## src/rtl/fpc_pkg.sv

```systemverilog
package fpc_pkg;
  localparam int WORD_W   = 32;
  localparam int PREFIX_W = 3;
  localparam int RUN_W    = 3;
  localparam int RUN_MAX  = 1 << RUN_W;
  localparam int ENTRY_W  = PREFIX_W + WORD_W;
  localparam int RUN_ENTRY_W = PREFIX_W + RUN_W;
  localparam int SEG_BITS = 64;
  localparam int MAX_SEGS = 8;

  typedef enum logic [PREFIX_W-1:0] {
    PFX_ZRUN  = 3'b000,
    PFX_SE4   = 3'b001,
    PFX_SE8   = 3'b010,
    PFX_SE16  = 3'b011,
    PFX_HPAD  = 3'b100,
    PFX_HPAIR = 3'b101,
    PFX_RBYTE = 3'b110,
    PFX_RAW   = 3'b111
  } prefix_e;

  typedef struct packed {
    logic load;
    logic step;
    logic last;
  } ctrl_strobe_t;
endpackage

```

## src/rtl/fpc_word_encoder.sv

```systemverilog
module fpc_word_encoder import fpc_pkg::*; (
  input  logic [WORD_W-1:0]  word,
  output logic               isZero,
  output logic [ENTRY_W-1:0] entry,
  output logic [5:0]         entryLen
);
  logic fitSe4, fitSe8, fitSe16, fitPad, fitPair, fitRep;
  prefix_e pfx;
  logic [WORD_W-1:0] dataBits;
  logic [5:0] dataLen;

  always_comb begin
    isZero  = (word == '0);
    fitSe4  = (word[31:3]  == {29{word[3]}});
    fitSe8  = (word[31:7]  == {25{word[7]}});
    fitSe16 = (word[31:15] == {17{word[15]}});
    fitPad  = (word[15:0] == 16'h0000);
    fitPair = (word[31:23] == {9{word[23]}}) && (word[15:7] == {9{word[7]}});
    fitRep  = (word == {4{word[7:0]}});

    // ordered by data width, then by code value
    if (fitSe4) begin
      pfx = PFX_SE4;   dataBits = {28'd0, word[3:0]};             dataLen = 6'd4;
    end else if (fitSe8) begin
      pfx = PFX_SE8;   dataBits = {24'd0, word[7:0]};             dataLen = 6'd8;
    end else if (fitRep) begin
      pfx = PFX_RBYTE; dataBits = {24'd0, word[7:0]};             dataLen = 6'd8;
    end else if (fitSe16) begin
      pfx = PFX_SE16;  dataBits = {16'd0, word[15:0]};            dataLen = 6'd16;
    end else if (fitPad) begin
      pfx = PFX_HPAD;  dataBits = {16'd0, word[31:16]};           dataLen = 6'd16;
    end else if (fitPair) begin
      pfx = PFX_HPAIR; dataBits = {16'd0, word[23:16], word[7:0]}; dataLen = 6'd16;
    end else begin
      pfx = PFX_RAW;   dataBits = word;                           dataLen = 6'd32;
    end
    entry    = {dataBits, pfx};
    entryLen = dataLen + 6'(PREFIX_W);
  end
endmodule

```

## src/rtl/fpc_control.sv

```systemverilog
module fpc_control import fpc_pkg::*; #(
  parameter int WORDS = 16,
  localparam int IDX_W = $clog2(WORDS)
) (
  input  logic         clk,
  input  logic         rstN,
  input  logic         start,
  output ctrl_strobe_t strb,
  output logic         busy,
  output logic         done
);
  typedef enum logic {ST_IDLE, ST_RUN} state_e;
  state_e state;
  logic [IDX_W-1:0] idx;

  always_comb begin
    strb.load = (state == ST_IDLE) && start;
    strb.step = (state == ST_RUN);
    strb.last = (state == ST_RUN) && (idx == IDX_W'(WORDS-1));
    busy      = (state == ST_RUN);
  end

  always_ff @(posedge clk or negedge rstN) begin
    if (!rstN) begin
      state <= ST_IDLE;
      idx   <= '0;
      done  <= 1'b0;
    end else begin
      done <= strb.last;
      if (strb.load) begin
        state <= ST_RUN;
        idx   <= '0;
      end else if (strb.last) begin
        state <= ST_IDLE;
      end else if (strb.step) begin
        idx <= idx + 1'b1;
      end
    end
  end
endmodule

```

## src/rtl/fpc_datapath.sv

```systemverilog
module fpc_datapath import fpc_pkg::*; #(
  parameter int WORDS = 16,
  localparam int LINE_W   = WORDS * WORD_W,
  localparam int MAX_BITS = WORDS * ENTRY_W,
  localparam int LEN_W    = $clog2(MAX_BITS + 1),
  localparam int SEG_W    = $clog2(MAX_SEGS + 1),
  localparam int COMB_W   = ENTRY_W + RUN_ENTRY_W
) (
  input  logic                clk,
  input  logic                rstN,
  input  ctrl_strobe_t        strb,
  input  logic [LINE_W-1:0]   lineIn,
  output logic [MAX_BITS-1:0] bitStream,
  output logic [LEN_W-1:0]    bitLen,
  output logic [SEG_W-1:0]    segCount,
  output logic                incompressible
);
  logic [LINE_W-1:0] lineReg;
  logic [RUN_W:0]    runCnt;

  logic               isZero;
  logic [ENTRY_W-1:0] wordEntry;
  logic [5:0]         wordLen;

  fpc_word_encoder u_enc (
    .word     (lineReg[WORD_W-1:0]),
    .isZero   (isZero),
    .entry    (wordEntry),
    .entryLen (wordLen)
  );

  logic                   runClose, runEmit, wordEmit;
  logic [RUN_W:0]         runLen;
  logic [RUN_ENTRY_W-1:0] runEntry;
  logic [5:0]             runWidth, wordWidth;
  logic [6:0]             addWidth;
  logic [COMB_W-1:0]      combined;
  logic [MAX_BITS-1:0]    shifted;
  logic [LEN_W-1:0]       nextLen;
  logic [LEN_W:0]         segRaw;

  always_comb begin
    runClose  = isZero && ((runCnt == (RUN_W+1)'(RUN_MAX-1)) || strb.last);
    runEmit   = isZero ? runClose : (runCnt != '0);
    runLen    = isZero ? runCnt + 1'b1 : runCnt;
    runEntry  = {RUN_W'(runLen - 1'b1), PFX_ZRUN};
    wordEmit  = !isZero;
    runWidth  = runEmit  ? 6'(RUN_ENTRY_W) : 6'd0;
    wordWidth = wordEmit ? wordLen : 6'd0;
    addWidth  = {1'b0, runWidth} + {1'b0, wordWidth};
    combined  = (runEmit  ? COMB_W'(runEntry) : '0)
              | (wordEmit ? (COMB_W'(wordEntry) << runWidth) : '0);
    shifted   = MAX_BITS'(combined) << bitLen;
    nextLen   = bitLen + LEN_W'(addWidth);
    segRaw    = ({1'b0, nextLen} + (LEN_W+1)'(SEG_BITS-1)) / (LEN_W+1)'(SEG_BITS);
  end

  always_ff @(posedge clk or negedge rstN) begin
    if (!rstN) begin
      lineReg        <= '0;
      runCnt         <= '0;
      bitStream      <= '0;
      bitLen         <= '0;
      segCount       <= '0;
      incompressible <= 1'b0;
    end else if (strb.load) begin
      lineReg        <= lineIn;
      runCnt         <= '0;
      bitStream      <= '0;
      bitLen         <= '0;
      segCount       <= '0;
      incompressible <= 1'b0;
    end else if (strb.step) begin
      lineReg   <= lineReg >> WORD_W;
      bitStream <= bitStream | shifted;
      bitLen    <= nextLen;
      runCnt    <= (isZero && !runClose) ? runCnt + 1'b1 : '0;
      if (strb.last) begin
        if (segRaw > (LEN_W+1)'(MAX_SEGS)) begin
          segCount       <= SEG_W'(MAX_SEGS);
          incompressible <= 1'b1;
        end else begin
          segCount       <= SEG_W'(segRaw);
          incompressible <= 1'b0;
        end
      end
    end
  end
endmodule

```

## src/rtl/fpc_line_compressor.sv

```systemverilog
module fpc_line_compressor import fpc_pkg::*; #(
  parameter int WORDS = 16,
  localparam int LINE_W   = WORDS * WORD_W,
  localparam int MAX_BITS = WORDS * ENTRY_W,
  localparam int LEN_W    = $clog2(MAX_BITS + 1),
  localparam int SEG_W    = $clog2(MAX_SEGS + 1)
) (
  input  logic                clk,
  input  logic                rstN,
  input  logic                start,
  input  logic [LINE_W-1:0]   lineIn,
  output logic                busy,
  output logic                done,
  output logic [MAX_BITS-1:0] bitStream,
  output logic [LEN_W-1:0]    bitLen,
  output logic [SEG_W-1:0]    segCount,
  output logic                incompressible
);
  ctrl_strobe_t strb;

  fpc_control #(.WORDS(WORDS)) u_ctrl (
    .clk   (clk),
    .rstN  (rstN),
    .start (start),
    .strb  (strb),
    .busy  (busy),
    .done  (done)
  );

  fpc_datapath #(.WORDS(WORDS)) u_dp (
    .clk            (clk),
    .rstN           (rstN),
    .strb           (strb),
    .lineIn         (lineIn),
    .bitStream      (bitStream),
    .bitLen         (bitLen),
    .segCount       (segCount),
    .incompressible (incompressible)
  );
endmodule

```

## config.mk

```make
export PLATFORM = sky130hd
export DESIGN_NAME = fpc_line_compressor
export DESIGN_NICKNAME = d
export VERILOG_FILES = /design/src/rtl/fpc_pkg.sv /design/src/rtl/fpc_word_encoder.sv /design/src/rtl/fpc_control.sv /design/src/rtl/fpc_datapath.sv /design/src/rtl/fpc_line_compressor.sv
export SDC_FILE = /design/constraint.sdc
export NUM_CORES = 2
export LEC_CHECK = 0
export ABC_AREA = 1
export BUFFER_PORTS_ARGS = -buffer_cell sky130_fd_sc_hd__buf_2
export CORE_AREA = 2 2 425 427
export DETAILED_ROUTE_END_ITERATION = 8
export DIE_AREA = 0 0 427 429
export HOLD_SLACK_MARGIN = 0.05
export SYNTH_ARGS = -nofsm -noshare
export SYNTH_HDL_FRONTEND = slang
export SYNTH_SLANG_ARGS = --single-unit
```

## constraint.sdc

```tcl
create_clock -name clk -period 6.7 [get_ports clk]
set_clock_uncertainty 0.15 [all_clocks]
set_input_delay 1.675 -clock clk [delete_from_list [all_inputs] [get_ports clk]]
set_output_delay 1.675 -clock clk [all_outputs]
set_load 0.02 [all_outputs]
```

[After elaboration in Yosys (flattened, before gate mapping)]
Cells that the tools add are included.
Word-level totals
  register bits after elaboration: 1097
  latch bits: 0
  RAM bits: 0
  ROM bits: 0
  input bits: 515
  output and inout port bits: 577
  logic and storage cells: 91
  memories: 0
Cells by class
  add/sub/neg operators: 7
  multipliers: 0
  div/mod/pow operators: 0
  $lt $le $gt $ge: 1
  equality and inequality tests: 9
  shifts and indexed selects: 2
  multiplexer cells: 46
  bitwise logic cells: 3
  reduce and logical (&&, ||, !) cells: 14
Operator list (count)
  2-to-1 mux 560 bit: 2
  2-to-1 mux 512 bit: 2
  OR 560 bit: 1
  << shifter 41 x 10 -> 560 bit: 1
  2-to-1 mux 32 bit: 6
  == test 24 bit: 2
  2-to-1 mux 6 bit: 8
  2-to-1 mux 41 bit: 1
  OR 41 bit: 1
  << shifter 35 x 6 -> 41 bit: 1
  2-to-1 mux 4 bit: 10
  logical NOT 32 bit: 1
  == test 28 bit: 1
  2-to-1 mux 10 bit: 2
  2-to-1 mux 3 bit: 6
  == test 16 bit: 1
  == test 8 bit: 2
  logical NOT 16 bit: 1
  adder 10 x 6 -> 11 bit (second input constant): 1
  adder 10 x 7 -> 10 bit: 1
  adder 4 x 1 -> 4 bit (second input constant): 2
  adder 6 x 6 -> 7 bit: 1
  2-to-1 mux 1 bit: 7
  adder 6 x 2 -> 6 bit (second input constant): 1
  other kinds (13): 20

[Depth between registers and ports, before layout]
  depth in word-level cells: 18
  depth in mapped cells: 25
  gate-level depth less buffers: 23

[Cells and area by module]
Synthesis repeated with hierarchy kept, for this count alone.
Unflattened totals
  cell total of the unflattened synthesis: 6388
  area total of the unflattened synthesis: 52720.6 sq um
By module, submodules not included
  fpc_datapath: instances 1, cells each 6092, area an instance 51109.0 sq um, seq. area each 27301.2 sq um
  fpc_word_encoder: instances 1, cells each 265, area an instance 1320.0 sq um, seq. area each 0.0 sq um
  fpc_control: instances 1, cells each 31, area an instance 291.5 sq um, seq. area each 150.1 sq um

[Worst setup path before layout]
Ideal clock, no wire load.
  path kind: register to register
  from: reg u_dp.lineReg[26]
  to: reg u_dp.segCount[2]
  setup time: 0.122 ns
  arrival: 4.022 ns
  data required time: 6.428 ns
  slack: 2.407 ns
  stages on the path, launching flop included: 24
  buffers on the path: 3
  clock period less this slack: 4.293 ns
  cells stage by stage: dfrtp_1 buf_6 nor2_2 nand2_1 nor2_4 nand2_4 nor2_8 nor2_4 buf_6 nor2_8 buf_8 inv_4 fa_1 inv_1 ha_1 fa_1 nand3_1 nand2_1 a21oi_1 o21ai_0 xor2_1 or2_2 xor2_1 a32o_1
Between the ends
  longest elaborated chain between the ends: 18
  elaborated cells between the ends (all ways): 26
  those cells by class: 4 x add/sub; 1 x order compare; 5 x eq/ne; 13 x mux; 3 x reduce/logical
RTL lines
  from (decl): RTL line fpc_datapath.sv:18  | logic [LINE_W-1:0] lineReg;
  from (signal assigned): RTL line fpc_datapath.sv:67  | lineReg <= lineIn;
  from (signal assigned): RTL line fpc_datapath.sv:74  | lineReg <= lineReg >> WORD_W;
  == test 8 bit: RTL line fpc_word_encoder.sv:18  | fitPair = (word[31:23] == {9{word[23]}}) && (word[15:7] == {9{word[7]}});
  logical AND 1 bit: RTL line fpc_word_encoder.sv:18
  2-to-1 mux 6 bit: RTL line fpc_word_encoder.sv:32  | end else if (fitPair) begin
  2-to-1 mux 6 bit: RTL line fpc_word_encoder.sv:30  | end else if (fitPad) begin
  2-to-1 mux 6 bit: RTL line fpc_word_encoder.sv:28  | end else if (fitSe16) begin
  2-to-1 mux 6 bit: RTL line fpc_word_encoder.sv:26  | end else if (fitRep) begin
  2-to-1 mux 6 bit: RTL line fpc_word_encoder.sv:24  | end else if (fitSe8) begin
  2-to-1 mux 6 bit: RTL line fpc_word_encoder.sv:22  | if (fitSe4) begin
  [2 not listed]
  adder 6 x 6 -> 7 bit *: RTL line fpc_datapath.sv:50  | addWidth = {1'b0, runWidth} + {1'b0, wordWidth};
  adder 10 x 7 -> 10 bit *: RTL line fpc_datapath.sv:54  | nextLen = bitLen + LEN_W'(addWidth);
  adder 10 x 6 -> 11 bit *: RTL line fpc_datapath.sv:55  | segRaw = ({1'b0, nextLen} + (LEN_W+1)'(SEG_BITS-1)) / (LEN_W+1)'(SEG_BITS);
  > comparator 5 x 4 -> 1 bit: RTL line fpc_datapath.sv:79  | if (segRaw > (LEN_W+1)'(MAX_SEGS)) begin
  2-to-1 mux 4 bit *: RTL line fpc_datapath.sv:79
  2-to-1 mux 4 bit *: RTL line fpc_datapath.sv:78  | if (strb.last) begin
  2-to-1 mux 4 bit *: RTL line fpc_datapath.sv:73  | end else if (strb.step) begin
  2-to-1 mux 4 bit *: RTL line fpc_datapath.sv:66  | end else if (strb.load) begin
  to (signal assigned): RTL line fpc_datapath.sv:80  | segCount <= SEG_W'(MAX_SEGS);
  to (signal assigned): RTL line fpc_datapath.sv:83  | segCount <= SEG_W'(segRaw);
  to (decl): RTL line fpc_datapath.sv:15  | output logic [SEG_W-1:0] segCount,
Mark *: on every way between the ends. The rest lies on a longest branch, timed or not. The select of a mux whose other input is x is not followed.
A chain may end at the register's enable or synchronous reset.

==> impl.org <==
** Status
- The flow ran to the end, and the final reports show no timing, DRC or antenna violations.

** Power
- Leakage power figure :: 31.65 nW
- Total power :: 37.77 mW
- Across the VDD grid, the largest voltage drop is 0.0003291 V.
- Power density over cell area :: 589.5 nW/um2

** Global routing
- After global routing the overflow that remains totals 0.
- Wire length of the first global-routing pass :: between 300000 and 400000 um
- Total track usage :: 25.90%
- Pin count of the biggest net entering global routing :: 205
- The number of global-route vias before repair is 50.21k.
- Initial antenna violation count :: approximately 120

** STA
- Final worst-path cycle share :: 75.77%
- Setup tns final :: 0 ps
- At the pin with the least slew margin, the transition time is around 1200 ps.
- Final hold violation count :: 0
- On the final layout, the worst hold slack is around 320 ps.
- Measured against its own limit, the worst slew margin works out to a little under a quarter.
- Setup repair after global routing left no endpoint under its margin.
- Slew Viols, Final :: 0
- Based on the critical path, the design can be clocked at up to 0.1970 GHz.
- Setup violations remaining at the end of the flow were counted as 0.
- Post-route worst setup slack :: 1624 ps
- The routed design could run at a clock period as short as 5076 ps.

** Critical path
- In this design, the stage delay of the slowest critical-path cell is 780 ps.
- The critical path is of the flip-flop to flip-flop type.
- Buf+Inv Stages, Crit Path :: 6
- Worst path required time :: 7250 ps
- Family with the most delay on the worst path :: simple AND/OR/NAND/NOR gates
- Crit path depth :: 21
- Cells along the critical path :: inv_2, nor3_4, inv_2, nand2_1, nor2_4, nor2_8, inv_4, fa_1, inv_1, ha_1, fa_1, nand3_1, nand2_1, xor2_1, nand4_1, inv_1, nor2_1, inv_1, or2_2, xor2_1, a32o_1
- At the worst endpoint, the arrival time is 5630 ps.
- Cell with the biggest individual delay on the critical path :: dfrtp_4
- STA classifies the critical path startpoint as a flip-flop.
- Worst r2r path cells :: 21
- The worst setup path is captured at a flip-flop.
- Along the worst path, the maximum fanout reaches 45.
- The most numerous cell type found on the critical path is inv_1.

** Clock network
- Number of instances resized during post-cts repair :: 0
- Clock insertion delay at the later pin of the skew report :: between 800 and 900 ps
- The clock tree synthesis step divided the H-tree into 4 levels.
- TritonCTS built the clock tree.
- After clock tree synthesis, the clock-pin slew on the worst setup and hold paths is 60 ps.
- The clock drives 1097 sinks.
- Once the clock tree was built, the setup fixing pass inserted 0 buffers.
- In this run, post-CTS hold repair placed 0 buffers.
- Maximum clock path buffer count :: 3
- Root Buffer Master :: clkbuf_16
- Counting the buffers created by CTS gives 130.

** Synth
- Mean instance size in the synthesized netlist :: 7.914 um2
- Yosys instantiated no cell more often than nand2_1.
- Syn Nets :: 7150
- After synthesis, the largest area contributor takes up a little over half of total cell area.
- The netlist uses 53 different library cells.
- Combined area of all synthesized cells :: ~52000 um2
- Number of synthesized flops with an enable pin :: 0
- After technology mapping, the gate count stands at approximately 6.6k.
- Share of the yosys chip area belonging to registers :: 52.41%
- Total number of yosys warnings :: 0
- Cell types occupying the most area after synthesis :: dfrtp_1, nand2_1, nand3_1
- Synthesis inferred about 1.1k register bits.
- Top cells by count, synth :: nand2_1, nand3_1, dfrtp_1
- Fraction of synthesis flops using an asynchronous set or reset pin :: 100.0%
- The most used flip-flop cell after synthesis is dfrtp_1.
- Of all cell types, the one taking the most synthesized area is dfrtp_1.

** Placed design
- Setup WS pre-CTS :: 1543 ps
- Routability-driven placement congestion ratio :: 0.9652
- During placement, the flow inserted port buffers numbering 1091.
- Summed over all nets, the half-perimeter wirelength after detailed placement is between 150000 and 200000 um.
- Area of placed instances :: 59610 um2
- Placed cell count :: 9633

** Floorplanning
- Ports placed on the boundary :: 1092
- The die covers 183200 um2.
- Area of the placeable core :: between 150000 and 200000 um2
- Once the floorplan was initialized, standard cells occupied 29.42% of the core.
- From left edge to right edge, the die measures between 400 and 500 um.
- The floorplan step set the die height to ~430 um.
- In this run the core area contains ~160 standard-cell rows.

** Finish
- Layout area overhead :: 22.33%
- At the end of the flow, the number of nets in the layout was about 7.9k.
- Excluding fillers, the count of instances in the completed layout stands at 9913.
- For this run, the share of the core covered by cells in the final layout is 35.99%.
- Final design instance area without fill :: 64070 um2
- Cells with a size suffix above 1 make up 19.54% of the layout.

** Route
- DR DRC count :: 0
- After detailed routing, the total wire length is around 240000 um.
- The detail route stage leaves a number of antenna-violating nets equal to 0.
- Dividing the detail-routed wire length by the instance count gives 24.66 um.
- Number of DRC markers after the initial detailed-route iteration :: 5715
- Number of vias per cell after detailed routing :: 5.254
- Summing over every cut layer, the via total after detailed routing is between 50k and 60k.
- Length of the first detailed-routing pass in iterations :: 9

** Min path
- The path class of the tightest hold or removal check is flip-flop to flip-flop.
- The worst hold path was traced through 2 stages.

** Flow run
- Max Cap Violations :: 0
[worst paths after layout]
path / startpoint / end / slack, ps
worst min-delay path: u_dp.bitStream[320] / u_dp.bitStream[320] / 320
worst min register to register: u_dp.bitStream[320] / u_dp.bitStream[320] / 320
worst max-delay path: u_ctrl.busy / u_dp.segCount[2] / 1620
min in group asynchronous: rstN / u_dp.bitStream[138] / 830
worst max register to register: u_ctrl.busy / u_dp.segCount[2] / 1620
max in group asynchronous: rstN / u_dp.bitStream[219] / 3880
[where the power goes]
part	switching [mW]	internal (mW)	leakage (nW)
logic	14.2	4.89	16.1
clock network	3.08	4.22	2.09
registers	2.00	9.36	13.5
total	19.3	18.5	31.6
[layer usage]
metal / track usage [%] / vias to the layer above / wire (um)
li1: - / 23670 / -
met1: 29.84 / 25360 / 89390
met2: 43.68 / 2383 / 119300
met3: 6.621 / 587 / 20530
met4: 14.23 / 88 / 14790
met5: 0 / - / 535
[worst register-to-register path, delay by kind of cell, from the launching register on]
family / cells / cell delay [ps]
simple gates: 9 / 1570
fa+ha+maj: 3 / 1210
buf+inv: 6 / 710
compound gates: 1 / 270
xor+xnor: 2 / 320
flops: 1 / 780
[cells by family after synthesis]
logic type	synth area share, %
compound gates	6.116
xor+xnor	0.3679
mux	0.08599
simple gates	35.85
buf+inv	4.716
flops	52.41
fa+ha+maj	0.4491
[flip-flops by register name (all words and copies together) (netlist names)]
signal               count
u_ctrl.busy              1
u_ctrl.done              1
u_ctrl.idx               4
u_dp.bitLen             10
u_dp.bitStream         560
u_dp.incompressible      1
u_dp.lineReg           512
u_dp.runCnt              4
u_dp.segCount            4
[final cells by class]
class                   count  area (um2)
diodes                     55       137.6
clock inverters            41       598.1
flip-flops and latches   1097       27470
inverters                 107       432.9
multi-input cells        4913       22490
repair buffers           1161        6271
clock buffers             184        3727
well taps                2355        2947
fillers                 18730      114000
[layout by cell type, fill, tap and decap left out, types with 5 or more instances in the layout]
cell type / synthesis / routed
clkbuf_1: 345 / 28
o21bai_1: 17 / 17
nand3_1: 1400 / 1400
o21ai_2: 8 / 8
clkbuf_8: 0 / 25
inv_6: 0 / 5
nor2_4: 6 / 10
clkbuf_16: 0 / 131
nor2_1: 122 / 118
inv_1: 91 / 84
clkinvlp_4: 0 / 8
xor2_1: 17 / 17
inv_2: 13 / 14
nand2_1: 2584 / 2584
nand3_2: 14 / 14
nor2_2: 13 / 13
nand2_2: 12 / 12
dfrtp_1: 1097 / 1091
o211ai_1: 29 / 29
o21ai_0: 48 / 48
bufinv_16: 0 / 8
ha_1: 14 / 14
buf_12: 0 / 22
a22o_1: 43 / 43
o21ai_1: 311 / 311
clkinv_2: 0 / 12
o221ai_1: 7 / 7
nand4_1: 163 / 163
buf_2: 80 / 1090
o22ai_1: 10 / 10
buf_4: 5 / 48
a21oi_1: 9 / 9
a22oi_1: 43 / 43
xnor2_1: 5 / 5
diode_2: 0 / 55
(Power assumes the default switching activity.)
